==> config.mk <==
export PLATFORM = sky130hd
export DESIGN_NAME = fxp_alu
export DESIGN_NICKNAME = d
export VERILOG_FILES = /design/src/rtl/fxp_pkg.sv /design/src/rtl/fxp_addsub.sv /design/src/rtl/fxp_mul.sv /design/src/rtl/fxp_divcore.sv /design/src/rtl/fxp_alu.sv
export SDC_FILE = /design/constraint.sdc
export NUM_CORES = 2
export LEC_CHECK = 0
export ABC_CLOCK_PERIOD_IN_PS = 17600
export BUFFER_PORTS_ARGS = -buffer_cell sky130_fd_sc_hd__buf_2
export CAP_MARGIN = 20
export CORE_MARGIN = 2
export CORE_UTILIZATION = 61
export DETAILED_ROUTE_END_ITERATION = 8
export PLACE_DENSITY = 0.78
export SLEW_MARGIN = 0
export SYNTH_ARGS = -nofsm -noshare
export SYNTH_HDL_FRONTEND = slang
export SYNTH_SLANG_ARGS = --single-unit
==> constraint.sdc <==
create_clock -name clk -period 17.6 [get_ports clk]
set_input_delay 3.52 -clock clk [delete_from_list [all_inputs] [get_ports clk]]
set_output_delay 3.52 -clock clk [all_outputs]
set_load 0.02 [all_outputs]
==> src/rtl/fxp_pkg.sv <==
package fxp_pkg;

    typedef enum logic [2:0] {
        OP_ADD  = 3'd0,
        OP_SUB  = 3'd1,
        OP_MUL  = 3'd2,
        OP_DIV  = 3'd3,
        OP_MOD  = 3'd4,
        OP_INC  = 3'd5,
        OP_DEC  = 3'd6,
        OP_PASS = 3'd7
    } fxp_op_e;

    typedef enum logic [2:0] {
        ST_IDLE,
        ST_MULT,
        ST_DIVIDE,
        ST_FIXUP,
        ST_DONE
    } fxp_state_e;

endpackage

==> src/rtl/fxp_addsub.sv <==
module fxp_addsub
    import fxp_pkg::*;
#(
    parameter int WIDTH = 32,
    parameter int FRAC  = 10
) (
    input  logic [WIDTH-1:0]     a,
    input  logic [WIDTH-1:0]     b,
    input  fxp_op_e              op,
    output logic signed [2*WIDTH-1:0] value
);
    localparam int EW = 2 * WIDTH;
    localparam logic [EW-1:0] UNIT = EW'(1) << FRAC;

    logic signed [EW-1:0] a_ext;
    logic signed [EW-1:0] b_ext;
    logic signed [EW-1:0] rhs;

    always_comb begin
        a_ext = $signed({{(EW-WIDTH){a[WIDTH-1]}}, a});
        b_ext = $signed({{(EW-WIDTH){b[WIDTH-1]}}, b});
        unique case (op)
            OP_SUB:  rhs = -b_ext;
            OP_INC:  rhs = $signed(UNIT);
            OP_DEC:  rhs = -$signed(UNIT);
            OP_PASS: rhs = '0;
            default: rhs = b_ext;
        endcase
        value = a_ext + rhs;
    end

endmodule

==> src/rtl/fxp_mul.sv <==
module fxp_mul #(
    parameter int WIDTH = 32,
    parameter int FRAC  = 10
) (
    input  logic [WIDTH-1:0]          a,
    input  logic [WIDTH-1:0]          b,
    output logic signed [2*WIDTH-1:0] value
);
    localparam int EW = 2 * WIDTH;

    logic signed [EW-1:0] prod;

    always_comb begin
        prod  = $signed({{WIDTH{a[WIDTH-1]}}, a}) * $signed({{WIDTH{b[WIDTH-1]}}, b});
        value = prod >>> FRAC;
    end

endmodule

==> src/rtl/fxp_divcore.sv <==
module fxp_divcore #(
    parameter int WIDTH = 32,
    parameter int FRAC  = 10
) (
    input  logic                   clk,
    input  logic                   rst_n,
    input  logic                   load,
    input  logic                   step,
    input  logic                   pre_shift,
    input  logic [WIDTH-1:0]       dvd,
    input  logic [WIDTH-1:0]       dvs,
    output logic [WIDTH+FRAC-1:0]  quo,
    output logic [WIDTH-1:0]       rem,
    output logic                   last
);
    localparam int DW = WIDTH + FRAC;
    localparam int CW = $clog2(DW);

    logic [DW-1:0]    d_q;
    logic [WIDTH-1:0] r_q;
    logic [WIDTH-1:0] v_q;
    logic [CW-1:0]    cnt_q;

    logic [WIDTH:0]   trial;
    logic [WIDTH:0]   diff;
    logic             take;

    always_comb begin
        trial = {r_q, d_q[DW-1]};
        diff  = trial - {1'b0, v_q};
        take  = trial >= {1'b0, v_q};
    end

    always_ff @(posedge clk or negedge rst_n) begin
        if (!rst_n) begin
            d_q   <= '0;
            r_q   <= '0;
            v_q   <= '0;
            cnt_q <= '0;
        end else if (load) begin
            d_q   <= pre_shift ? {dvd, {FRAC{1'b0}}} : {{FRAC{1'b0}}, dvd};
            r_q   <= '0;
            v_q   <= dvs;
            cnt_q <= CW'(DW - 1);
        end else if (step) begin
            d_q   <= {d_q[DW-2:0], take};
            r_q   <= take ? diff[WIDTH-1:0] : trial[WIDTH-1:0];
            cnt_q <= cnt_q - 1'b1;
        end
    end

    assign quo  = d_q;
    assign rem  = r_q;
    assign last = (cnt_q == '0);

    // the partial remainder stays below the divisor after every step
    p_rem_bound_r7: assert property (@(posedge clk) disable iff (!rst_n)
        (v_q != '0) |-> (r_q < v_q));

    // the sequencer never loads and steps in the same cycle
    p_no_load_step_r9: assert property (@(posedge clk) disable iff (!rst_n)
        !(load && step));

endmodule

==> src/rtl/fxp_alu.sv <==
module fxp_alu
    import fxp_pkg::*;
#(
    parameter int WIDTH = 32,
    parameter int FRAC  = 10
) (
    input  logic             clk,
    input  logic             rst_n,
    input  logic             start,
    input  logic [2:0]       op,
    input  logic [WIDTH-1:0] opa,
    input  logic [WIDTH-1:0] opb,
    output logic [WIDTH-1:0] result,
    output logic             done,
    output logic             busy,
    output logic             ovf,
    output logic             unf
);
    localparam int EW = 2 * WIDTH;
    localparam int DW = WIDTH + FRAC;
    localparam logic signed [EW-1:0] LIM   = $signed(EW'(1) << (WIDTH - 2));
    localparam logic signed [EW-1:0] MAX_V = LIM - 1;
    localparam logic signed [EW-1:0] MIN_V = -LIM;

    function automatic logic [WIDTH-1:0] mag(input logic [WIDTH-1:0] x);
        return x[WIDTH-1] ? (~x + 1'b1) : x;
    endfunction

    fxp_state_e state_q, state_d;
    fxp_op_e    op_e, op_q;
    logic [WIDTH-1:0] a_q, b_q;
    logic             neg_q;

    logic accept, is_div_op, b_zero, div_zero;
    logic div_load, div_step, div_last, capture;

    logic signed [EW-1:0] as_val, mul_val, div_val, sel_val;
    logic [EW-1:0]        div_mag;
    logic [DW-1:0]        quo;
    logic [WIDTH-1:0]     rem;
    logic                 ovf_n, unf_n;

    assign op_e      = fxp_op_e'(op);
    assign is_div_op = (op_e == OP_DIV) || (op_e == OP_MOD);
    assign b_zero    = (opb == '0);
    assign accept    = (state_q == ST_IDLE) && start;
    assign div_zero  = accept && is_div_op && b_zero;

    // ---------------- state register ----------------
    always_ff @(posedge clk or negedge rst_n) begin
        if (!rst_n) state_q <= ST_IDLE;
        else        state_q <= state_d;
    end

    // ---------------- next state ----------------
    always_comb begin
        state_d = state_q;
        unique case (state_q)
            ST_IDLE: begin
                if (start) begin
                    if (op_e == OP_MUL)           state_d = ST_MULT;
                    else if (is_div_op && !b_zero) state_d = ST_DIVIDE;
                    else                          state_d = ST_DONE;
                end
            end
            ST_MULT:   state_d = ST_DONE;
            ST_DIVIDE: if (div_last) state_d = ST_FIXUP;
            ST_FIXUP:  state_d = ST_DONE;
            ST_DONE:   state_d = ST_IDLE;
            default:   state_d = ST_IDLE;
        endcase
    end

    // ---------------- state-decoded outputs ----------------
    always_comb begin
        done     = 1'b0;
        busy     = 1'b1;
        div_load = 1'b0;
        div_step = 1'b0;
        capture  = 1'b0;
        sel_val  = as_val;
        unique case (state_q)
            ST_IDLE: begin
                busy     = 1'b0;
                div_load = start && is_div_op && !b_zero;
                capture  = start && (op_e != OP_MUL) && !(is_div_op && !b_zero);
                sel_val  = as_val;
            end
            ST_MULT: begin
                capture = 1'b1;
                sel_val = mul_val;
            end
            ST_DIVIDE: div_step = 1'b1;
            ST_FIXUP: begin
                capture = 1'b1;
                sel_val = div_val;
            end
            ST_DONE:  done = 1'b1;
            default:  busy = 1'b0;
        endcase
    end

    // ---------------- arithmetic units ----------------
    fxp_addsub #(.WIDTH(WIDTH), .FRAC(FRAC)) u_addsub (
        .a     (opa),
        .b     (opb),
        .op    (op_e),
        .value (as_val)
    );

    fxp_mul #(.WIDTH(WIDTH), .FRAC(FRAC)) u_mul (
        .a     (a_q),
        .b     (b_q),
        .value (mul_val)
    );

    fxp_divcore #(.WIDTH(WIDTH), .FRAC(FRAC)) u_div (
        .clk       (clk),
        .rst_n     (rst_n),
        .load      (div_load),
        .step      (div_step),
        .pre_shift (op_e == OP_DIV),
        .dvd       (mag(opa)),
        .dvs       (mag(opb)),
        .quo       (quo),
        .rem       (rem),
        .last      (div_last)
    );

    always_comb begin
        div_mag = (op_q == OP_MOD) ? EW'(rem) : EW'(quo);
        div_val = neg_q ? -$signed(div_mag) : $signed(div_mag);
        ovf_n   = sel_val > MAX_V;
        unf_n   = sel_val < MIN_V;
    end

    // ---------------- operand and result registers ----------------
    always_ff @(posedge clk or negedge rst_n) begin
        if (!rst_n) begin
            op_q   <= OP_ADD;
            a_q    <= '0;
            b_q    <= '0;
            neg_q  <= 1'b0;
            result <= '0;
            ovf    <= 1'b0;
            unf    <= 1'b0;
        end else begin
            if (accept) begin
                op_q  <= op_e;
                a_q   <= opa;
                b_q   <= opb;
                neg_q <= (op_e == OP_MOD) ? opa[WIDTH-1] : (opa[WIDTH-1] ^ opb[WIDTH-1]);
            end
            if (div_zero) begin
                result <= '0;
                ovf    <= 1'b1;
                unf    <= 1'b0;
            end else if (capture) begin
                result <= sel_val[WIDTH-1:0];
                ovf    <= ovf_n;
                unf    <= unf_n;
            end
        end
    end

    // ---------------- assertions ----------------
    p_flags_excl_r4: assert property (@(posedge clk) disable iff (!rst_n)
        !(ovf && unf));

    p_valid_form_r1: assert property (@(posedge clk) disable iff (!rst_n)
        (done && !ovf && !unf) |-> (result[WIDTH-1] == result[WIDTH-2]));

    p_div_zero_r8: assert property (@(posedge clk) disable iff (!rst_n)
        ((state_q == ST_IDLE) && start && ((op == 3'd3) || (op == 3'd4)) && (opb == '0))
        |=> (done && ovf && !unf && (result == '0)));

    p_done_pulse_r9: assert property (@(posedge clk) disable iff (!rst_n)
        done |=> !done);

    p_hold_r10: assert property (@(posedge clk) disable iff (!rst_n)
        (!busy && !start) |=> ($stable(result) && $stable(ovf) && $stable(unf)));

endmodule

==> reports/summary.txt <==
Status = finished clean
Initial Util = 61.4%
Hold depth = 2
Post-layout nets = 7,795
Synth top area cells = fa_1 39%, dfrtp_1 9.7%, inv_1 7.0%, ha_1 6.3%, nand2_1 6.0%
CP Max Fanout = 15
Hpwl dp = 139,000 µm
R2R cell count = 29
Layout cells sized above 1 = 6.25%
Die W = 307 µm
# setup viols final = 0
Tightest Pin Transition = 1.18 ns
Critical path buffers and inverters = 1
Vias in the first global route = 48,000
Antenna violations before repair = 18
CTS root buffer = clkbuf_16
DRT antenna net count = 0
Core box area = 0.0915 mm²
Post-synthesis instance total = 6,495
Post-CTS resize count = 0
Drt total wl = 175,000 µm
Post-synth ARST share = 100%
CTS Buf Count = 26
Setup Skew = 0.0391 ns
Final Max Tran Viols = 0
Slew Limit Headroom = 20.7%
Post-synthesis sequential area ratio = 9.67%
Max stage delay on crit path = 0.67 ns
First drt pass iteration count = 8
Clk_lat worst skew = 0.59 ns
Die height = 307 µm
Final hold violations = 0
GRT Resource Usage Total = 37.8%
Max Cap Viol = 0
Max Clk Rate = 94.3 MHz
Postcts setup bufs = 0
Syn_area_per_cell = 8.65 µm²
Clock tree buffer depth = 3
Synth area leader = fa_1
Minimum clock period = 10.60 ns
Slowest CP cell = a2111oi_0
Worst Setup End Kind = flop
Iter 0 DRT Violations = 5,103
Final setup TNS = 0 ns
CTS tree = done
Final Cycle Share = 60.2%
DR vias = 47,200
FF+latch count, synth = 217
Final GP Congestion = 1.03
Row count = 111
Critical path class = input port to flop
Synth warnings = 0
Fillers = 7,660
WL/cell = 23.1 µm
# port buffers = 105
First-pass GRT wire length = 275,000 µm
Number of synthesized flops with an enable pin = 0
Yosys top cell area share = 38.6%
Hold_buf cts = 0
Grt ovf = 0
Mapped Area = 0.0562 mm²
CP arrival = 11.03 ns
Post-synth top flop = dfrtp_1
CTS Sinks = 217
Worst hold path type = flop to flop
Io pins = 106
Unique cell type count in the Yosys netlist = 100
Die area = 0.0945 mm²
DRC viols = 0
Fin util = 64.0%
Clk slew on worst S/H paths = 0.06 ns
Drt via density = 6.23
Syn_nets = 7,930
CP Depth = 28
Crit start category = input port
Largest net degree at the start of global routing = 97
RSZ-0062 raised after global routing = false
Cell mode on critical path = nand2_2
Largest delay share family, worst path = simple AND/OR/NAND/NOR gates
Layout area overhead = 4.22%
Req. time, crit path = 18.03 ns
CTS H-tree depth = 1
## final cells by class
type	instances	area (µm²)	area share (%)
multi-input combinational	4856	45400	77.6
sequential	217	5430	9.28
inverter	1049	3940	6.73
tap	1186	1480	2.53
timing repair buffer	210	1340	2.30
clock buffer	35	734	1.25
clock inverter	13	159	0.271
antenna	10	25.0	0.0427
## cells in the final DEF (no fill, tap or decap), drive strengths merged, types with 26 or more instances in the layout
| cell type | n |
|---|---|
| nand4 | 37 |
| mux2 | 69 |
| xnor2 | 138 |
| o21a | 31 |
| nand2b | 36 |
| mux2i | 78 |
| nor3 | 86 |
| buf | 210 |
| a211oi | 42 |
| fa | 1083 |
| nand3 | 58 |
| a21o | 70 |
| clkbuf | 35 |
| o21ai | 349 |
| inv | 1048 |
| o211ai | 38 |
| dfrtp | 217 |
| nor4 | 26 |
| nand2 | 906 |
| xor2 | 85 |
| and3 | 30 |
| a31oi | 61 |
| ha | 282 |
| or3 | 50 |
| and2 | 492 |
| a21oi | 257 |
| nor2 | 276 |
## metal layers
layer  wire, µm  part of all wire, %  global-route usage [%]
met1      65900                   38                    50.2
met2      81700                   47                    60.4
met3      17800                   10                    7.27
met4       9580                  5.5                    16.9
met5         86                0.049                       0
## final timing paths
kind	startpoint	end	slack [ns]
hold / removal	result[17]	result[17]	0.49
setup / recovery	opb[2]	unf	7.00
min in group asynchronous	rst_n	u_div.quo[40]	2.98
hold reg to reg	result[17]	result[17]	0.49
max in group asynchronous	rst_n	u_div.quo[6]	13.13
setup reg to reg	b_q[2]	ovf	7.22
## cells by family (layout without fill, tap and decap cells)
logic type / Yosys count / count (layout) / share of synthesized area [%]
xor gates and xnor gates: 223 / 223 / 3.48
other: 0 / 10 / 0
adders and majority gates: 1365 / 1365 / 44.9
DFF: 217 / 217 / 9.67
muxes: 147 / 147 / 2.77
and+or+nand+nor: 2075 / 2075 / 18.0
AOI/OAI and AO/OA: 1046 / 1046 / 11.7
buffers and inverters: 1422 / 1307 / 9.58
## through the flow
stage                     instances  cell area [µm²]  hold slack (ns)  setup WS, ns
final                          7576            58500            0.486          7.00
after global routing           7566            58500            0.521          6.47
after global placement         7516            57600            0.460          6.78
after CTS                      7564            58500            0.485          7.18
after detailed placement       7516            57600            0.461          6.65
after floorplan                6495            56200            0.450          7.94
## flip-flops by register name (all words and copies together), names as in the netlist
register	flops
b_q	32
result	32
op_q	3
u_div.quo	42
ovf	1
u_div.rem	32
u_div.v_q	32
state_q	3
unf	1
neg_q	1
u_div.cnt_q	6
a_q	32
## cells in the mapped netlist, drive strengths merged, types with 10 or more instances
master / count
nor4: 26
o31a: 17
mux2: 69
mux2i: 78
fa: 1083
or2: 14
clkbuf: 332
o21ai: 349
buf: 41
a21oi: 257
and2: 492
o211ai: 38
o2111ai: 11
a2111oi: 10
and4: 12
xor2: 85
or3: 50
inv: 1048
nor3: 86
o31ai: 23
nor2b: 15
nand4: 37
nor2: 276
a221oi: 11
dfrtp: 217
ha: 282
a31oi: 61
nand3: 58
or4: 12
and3: 30
a211oi: 42
xnor2: 138
o21bai: 22
o21a: 31
a21o: 70
a211o: 11
nand2: 906
nand2b: 36
## worst min-delay path: cells and delay by family, from the launching register on
| family | cells | cell delay, ns |
|---|---|---|
| and+or+nand+nor | 1 | 0.05 |
| AOI/OAI and AO/OA | 1 | 0.07 |
| DFF | 1 | 0.34 |
Power is left out: the tool's default activity adds up to more than one toggle a clock period on the data nets, which glitch-free logic cannot reach.
